===== config.mk =====
export PLATFORM = sky130hd
export DESIGN_NAME = rtc_trim_prescaler
export DESIGN_NICKNAME = d
export VERILOG_FILES = /design/src/rtl/rtc_trim_pkg.sv /design/src/rtl/rtc_half_divider.sv /design/src/rtl/rtc_second_counter.sv /design/src/rtl/rtc_trim_sequencer.sv /design/src/rtl/rtc_trim_prescaler.sv
export SDC_FILE = /design/constraint.sdc
export NUM_CORES = 1
export LEC_CHECK = 0
export CORE_MARGIN = 2
export CORE_UTILIZATION = 63
export DETAILED_ROUTE_END_ITERATION = 6
export PLACE_DENSITY = 0.84
export REMOVE_ABC_BUFFERS = 1
export SLEW_MARGIN = 20
export SYNTH_ARGS = -nofsm -noshare
export SYNTH_HDL_FRONTEND = slang
export SYNTH_HIERARCHICAL = 1
export SYNTH_SLANG_ARGS = --single-unit
export TNS_END_PERCENT = 10

===== constraint.sdc =====
create_clock -name clk -period 7.3 [get_ports clk]
set_clock_uncertainty 0.2 [all_clocks]
set_input_delay 1.46 -clock clk [delete_from_list [all_inputs] [get_ports clk]]
set_output_delay 1.46 -clock clk [all_outputs]
set_load 0.01 [all_outputs]

===== src/rtl/rtc_trim_pkg.sv =====
`timescale 1ns/1ps
// Package: shared types for the trimmed seconds prescaler.
// Assumes: nothing beyond SystemVerilog 2017.
package rtc_trim_pkg;
    // Length class of the second currently being counted.
    typedef enum logic [1:0] {
        SEC_NORMAL = 2'd0,
        SEC_SHORT  = 2'd1,
        SEC_LONG   = 2'd2
    } sec_mode_e;
endpackage


===== src/rtl/rtc_half_divider.sv =====
`timescale 1ns/1ps
// Module: rtc_half_divider
// Free-running half-stage counter. It emits one pulse every 2**PRE_W
// running cycles and exposes a bit used as the test square wave.
// Assumes: TEST_DIV_W <= PRE_W. The correction never alters this counter.
module rtc_half_divider #(
    parameter int PRE_W      = 7,
    parameter int TEST_DIV_W = 6
) (
    input  logic clk,
    input  logic rst_n,
    input  logic run,
    output logic half_pulse,
    output logic test_phase
);
    localparam int TEST_BIT = TEST_DIV_W - 1;

    logic [PRE_W-1:0] pre_q;

    // Advance the half-stage count whenever the divider runs.
    always_ff @(posedge clk) begin
        if (!rst_n) begin
            pre_q <= '0;
        end else if (run) begin
            pre_q <= pre_q + 1'b1;
        end
    end

    // Pulse on the last count of each half stage, only while running.
    always_comb begin
        half_pulse = run && (&pre_q);
        test_phase = pre_q[TEST_BIT];
    end
endmodule


===== src/rtl/rtc_second_counter.sv =====
`timescale 1ns/1ps
// Module: rtc_second_counter
// Counts half-stage pulses and ends the second at a terminal count that
// depends on the length class: normal, two pulses short, or one pulse long.
// Assumes: HALF_W >= 2. The mode only changes on a tick edge.
module rtc_second_counter
    import rtc_trim_pkg::*;
#(
    parameter int HALF_W = 8
) (
    input  logic      clk,
    input  logic      rst_n,
    input  logic      half_pulse,
    input  sec_mode_e mode,
    output logic      tick
);
    localparam int CNT_W     = HALF_W + 1;
    localparam int NORM_HALF = 2 ** HALF_W;

    localparam logic [CNT_W-1:0] LAST_NORM  = CNT_W'(NORM_HALF - 1);
    localparam logic [CNT_W-1:0] LAST_SHORT = CNT_W'(NORM_HALF - 3);
    localparam logic [CNT_W-1:0] LAST_LONG  = CNT_W'(NORM_HALF);

    logic [CNT_W-1:0] half_q;
    logic [CNT_W-1:0] last_cnt;

    // Select the terminal half-pulse count for the current second.
    always_comb begin
        case (mode)
            SEC_SHORT: last_cnt = LAST_SHORT;
            SEC_LONG:  last_cnt = LAST_LONG;
            default:   last_cnt = LAST_NORM;
        endcase
    end

    // The second ends on the half pulse that reaches the terminal count.
    always_comb begin
        tick = half_pulse && (half_q == last_cnt);
    end

    // Count half pulses within the second and restart after the tick.
    always_ff @(posedge clk) begin
        if (!rst_n) begin
            half_q <= '0;
        end else if (tick) begin
            half_q <= '0;
        end else if (half_pulse) begin
            half_q <= half_q + 1'b1;
        end
    end
endmodule


===== src/rtl/rtc_trim_sequencer.sv =====
`timescale 1ns/1ps
// Module: rtc_trim_sequencer
// Tracks the second within the minute and the minute within the correction
// window. It picks the length class of each new second, sampling the
// magnitude and direction in reset and at minute boundaries only.
// Assumes: SECS_PER_MIN >= 1 and ELIGIBLE_MIN <= CYCLE_MIN.
module rtc_trim_sequencer
    import rtc_trim_pkg::*;
#(
    parameter int SECS_PER_MIN = 60,
    parameter int CYCLE_MIN    = 64,
    parameter int ELIGIBLE_MIN = 62,
    parameter int MAG_W        = 5
) (
    input  logic             clk,
    input  logic             rst_n,
    input  logic             tick,
    input  logic [MAG_W-1:0] cal_mag,
    input  logic             cal_pos,
    output sec_mode_e        mode
);
    localparam int SEC_W = $clog2(SECS_PER_MIN + 1);
    localparam int MIN_W = $clog2(CYCLE_MIN + 1);
    localparam int CMP_W = ((MIN_W > MAG_W + 1) ? MIN_W : MAG_W + 1) + 1;

    localparam logic [SEC_W-1:0] SEC_LAST = SEC_W'(SECS_PER_MIN - 1);
    localparam logic [MIN_W-1:0] MIN_LAST = MIN_W'(CYCLE_MIN - 1);
    localparam logic [CMP_W-1:0] ELIG_LIM = CMP_W'(ELIGIBLE_MIN);

    logic [SEC_W-1:0] sec_q;
    logic [MIN_W-1:0] min_q;
    logic             sec_wrap;
    logic [SEC_W-1:0] sec_nx;
    logic [MIN_W-1:0] min_nx;
    logic [MIN_W-1:0] cand_min;
    logic             cand_first;
    logic [CMP_W-1:0] cand_ext;
    logic [CMP_W-1:0] mag_lim;
    sec_mode_e        mode_nx;

    // Next second and minute indices on a tick.
    always_comb begin
        sec_wrap = (sec_q == SEC_LAST);
        sec_nx   = sec_wrap ? '0 : sec_q + 1'b1;
        if (!sec_wrap) begin
            min_nx = min_q;
        end else if (min_q == MIN_LAST) begin
            min_nx = '0;
        end else begin
            min_nx = min_q + 1'b1;
        end
    end

    // Length class of the upcoming second; reset behaves as minute 0 start.
    always_comb begin
        cand_min   = rst_n ? min_nx : '0;
        cand_first = rst_n ? sec_wrap : 1'b1;
        cand_ext   = CMP_W'(cand_min);
        mag_lim    = CMP_W'({cal_mag, 1'b0});
        if (cand_first && (cand_ext < mag_lim) && (cand_ext < ELIG_LIM)) begin
            mode_nx = cal_pos ? SEC_SHORT : SEC_LONG;
        end else begin
            mode_nx = SEC_NORMAL;
        end
    end

    // Step the position counters and latch the class at each second start.
    always_ff @(posedge clk) begin
        if (!rst_n) begin
            sec_q <= '0;
            min_q <= '0;
            mode  <= mode_nx;
        end else if (tick) begin
            sec_q <= sec_nx;
            min_q <= min_nx;
            mode  <= mode_nx;
        end
    end
endmodule


===== src/rtl/rtc_trim_prescaler.sv =====
`timescale 1ns/1ps
// Module: rtc_trim_prescaler (top)
// Divides the crystal clock to a one-cycle seconds tick. The rate is
// trimmed by shortening or stretching the first second of selected minutes
// in a repeating correction window. Also drives a gated test square wave.
// Assumes: control inputs are static register bits, synchronous to clk.
module rtc_trim_prescaler
    import rtc_trim_pkg::*;
#(
    parameter int PRE_W        = 7,
    parameter int HALF_W       = 8,
    parameter int TEST_DIV_W   = 6,
    parameter int SECS_PER_MIN = 60,
    parameter int CYCLE_MIN    = 64,
    parameter int ELIGIBLE_MIN = 62,
    parameter int MAG_W        = 5
) (
    input  logic             clk,
    input  logic             rst_n,
    input  logic             stop_i,
    input  logic             freq_test_i,
    input  logic [MAG_W-1:0] cal_mag_i,
    input  logic             cal_pos_i,
    output logic             tick_1hz_o,
    output logic             test_wave_o
);
    logic      run;
    logic      half_pulse;
    logic      test_phase;
    sec_mode_e sec_mode;

    // The divider advances only while not stopped.
    always_comb begin
        run = !stop_i;
    end

    rtc_half_divider #(
        .PRE_W      (PRE_W),
        .TEST_DIV_W (TEST_DIV_W)
    ) u_half (
        .clk        (clk),
        .rst_n      (rst_n),
        .run        (run),
        .half_pulse (half_pulse),
        .test_phase (test_phase)
    );

    rtc_second_counter #(
        .HALF_W     (HALF_W)
    ) u_sec (
        .clk        (clk),
        .rst_n      (rst_n),
        .half_pulse (half_pulse),
        .mode       (sec_mode),
        .tick       (tick_1hz_o)
    );

    rtc_trim_sequencer #(
        .SECS_PER_MIN (SECS_PER_MIN),
        .CYCLE_MIN    (CYCLE_MIN),
        .ELIGIBLE_MIN (ELIGIBLE_MIN),
        .MAG_W        (MAG_W)
    ) u_seq (
        .clk     (clk),
        .rst_n   (rst_n),
        .tick    (tick_1hz_o),
        .cal_mag (cal_mag_i),
        .cal_pos (cal_pos_i),
        .mode    (sec_mode)
    );

    // Test wave is driven only when enabled and the divider is running.
    always_comb begin
        test_wave_o = freq_test_i && run && test_phase;
    end
endmodule


==> out/qor.txt <==
deepest clock path buffer count: 2
clk slew on worst S/H paths: 0.10 ns
cells on worst reg2reg path: 11
RSZ-0062 raised after global routing: no
Syn Area/Cell: 8.59 um^2
hold depth: 1
Post-synth top flop: dfxtp_1
worst hold slack: 0.277 ns
Crit-path slowest cell: clkdlybuf4s50_1
final period utilization: 76.6%
DRC Markers: 0
most used cell, CP: clkdlybuf4s50_1
CP Launch Type: primary input
PD cells: 161 nW/um^2
xor and xnor area share after synthesis: 10.7%
Synthesis Warnings: 6
largest net degree at the start of global routing: 24
multiplexer area fraction after synthesis: 2.77%
H-tree Lvls: 2
Routed WL per cell: 13.6 um
initial core utilization: 66.0%
Final setup violation count: 0
commonest non-fill, non-tap cell in the layout: dfxtp_1
final count of pins violating max slew: 0
antenna fix cells: 0
cells after synthesis: 210
crit-path cells: clkdlybuf4s50_1 > inv_1 > nand4_2 > nor2_1 > and2_1 > nand3_1 > a21oi_4 > clkdlybuf4s50_1
Static Leak: 0.722 nW
Peak VDD IR: 0.156 mV
final hold violation count: 0
initial drt markers: 143
area grow syn2layout: 10.7%
Hold Buf Count CTS: 0
clk sink count: 31
CP max stage delay: 0.64 ns
# nets final: 240
I/O Buffers: 11
Max-slew headroom: 50.7%
Detailed Routing Iterations Pass 1: 5
Total Wirelength: 3450 um
clock root buffer: clkbuf_4
gpl congestion: 0.953
post-synthesis adder-cell area fraction: 6.24%
first-pass GRT wire length: 6040 um
Setup TNS: 0 ns
R2R setup slack: 4.31 ns
status: finished clean
Die ar.: 3310 um^2
Critical Path RT: 5.64 ns
Resized cells post-CTS: 0
Worst Min Path Start: u_seq/min_q[6]$_SDFFE_PN0P_
Critical Path End Type: primary output
CTS tree: yes
Die Y: 57.5 um
Reg-to-Reg End: u_seq/mode[0]$_SDFFCE_PN0P_
CP Class: primary input to primary output
vias in the first global route: 1510
vias per std cell: 6.06
largest family of logic cells by synthesized area: simple AND/OR/NAND/NOR gates
Synth Area in Simple Gates: 31.2%
Worst Path Arrival: 3.93 ns
EDFF count, synth: 2
most frequent cells in the layout: dfxtp_1, nor2_1, nand2_1
f_max: 0.179 GHz
site row count: 19
asr flop ratio synth: 0%
max cap viols: 0
worst-margin pin slew: 0.737 ns
Max Fanout on Critical Path: 21
area of the mapped netlist: 1800 um^2
grt total ovfl: 0
Compound-Gate Fraction of Synth Area: 9.50%
min-delay worst type: flip-flop to flip-flop
crit path time final: 5.59 ns
ANT nets after route: 0
sequential area share after synthesis: 35.5%
layout cells sized above 1: 6.76%
post-CTS setup buffers: 0
# IOs: 12
initial antenna violation count: 0
dpl hpwl: 2500 um
Vias: 1533
CTS Buf Count: 5
die span in x: 57.5 um
Skew-Pair Late Insertion Delay: 0.33 ns
Yosys cell types: 46
FF-to-FF Start: u_seq/sec_q[0]$_SDFFE_PN0P_
total global-route track usage: 23.3%
hold path endpoint: u_seq/min_q[6]$_SDFFE_PN0P_
Placeable Area: 2730 um^2
register bit total from synthesis: 31
## flip-flops by register name, summed over array words and instances, names as in the netlist, named ones only
register      cells
u_half/pre_q      7
u_sec/half_q      9
u_seq/min_q       6
u_seq/sec_q       6
u_seq/mode        2
## power breakdown
part / leakage (nW) / switching (W) / internal (W)
Clock: 0.0464 / 0.0000613 / 0.0000672
Sequential: 0.255 / 0.00000160 / 0.000173
Combinational: 0.421 / 0.00000889 / 0.00000991
Total: 0.722 / 0.0000718 / 0.000250
## kinds of logic (layout without fill, tap and decap cells)
logic type      count (synthesis)  in the layout
simple gates                  102            102
mux                             5              5
buf+inv                        17             29
compound gates                 24             24
xor+xnor                       22             22
fa+ha+maj                       9              9
flops                          31             31
## per-layer routing
layer | track usage (%) | up-vias | part of all wire [%] | wire, um
met3 | 5.67 | 12 | 5.9 | 202
met2 | 39.4 | 62 | 50 | 1730
met5 | 0 | - | 0 | 0
met4 | 13.6 | 0 | 1.9 | 67
li1 | - | 762 | - | -
met1 | 26.6 | 697 | 42 | 1450
## critical path: cells and delay by family
kind	cells	cell delay (ns)
buffers and inverters	3	1.23
AOI/OAI and AO/OA	1	0.48
and+or+nand+nor	4	0.74
## synth_stat cells (3+ instances only)
master	number	area [um^2]
nand4_1	8	50.1
nand2_1	21	78.8
nor4_1	4	25.0
nor2_1	28	105
mux2i_1	5	50.1
xnor2_1	16	140
o21ai_0	4	20.0
xor2_1	6	52.6
ha_1	9	113
dfxtp_1	29	581
a21oi_1	9	45.0
inv_1	10	37.5
nor3_1	3	15.0
nand3_1	8	40.0
and2_1	5	31.3
nand2b_1	3	18.8
clkbuf_1	3	11.3
nor3b_1	6	45.0
## cell type report
cell class / instances / area, um^2
clock buffer: 7 / 76.3
timing repair buffer: 11 / 110
fill: 203 / 736
inverter: 10 / 37.5
clock inverter: 1 / 5.00
multi-input combinational: 162 / 1090
sequential: 31 / 641
tap: 31 / 38.8
## stage by stage
| step | std cells | setup WS (ns) | utilization [%] | total power [W] | area [um^2] |
|---|---|---|---|---|---|
| global route | 253 | 1.43 | 73.1 | 0.000334 | 2000 |
| floorplan | 203 | 2.97 | - | 0.000188 | 1770 |
| global placement | 245 | 1.76 | 70.1 | 0.000196 | 1920 |
| CTS | 253 | 1.68 | 73.1 | 0.000326 | 2000 |
| detailed placement | 245 | 1.68 | 70.1 | 0.000197 | 1920 |
| finish | 253 | 1.71 | 73.1 | 0.000322 | 2000 |
## worst max-delay path by stage
stage / start / to / slack [ns]
after floorplan: stop_i / tick_1hz_o / 2.97
after global placement: stop_i / tick_1hz_o / 1.76
after detailed placement: stop_i / tick_1hz_o / 1.68
after CTS: stop_i / tick_1hz_o / 1.68
after global routing: stop_i / tick_1hz_o / 1.43
final: stop_i / tick_1hz_o / 1.71
No activity file was read; power rests on OpenSTA's default activity.
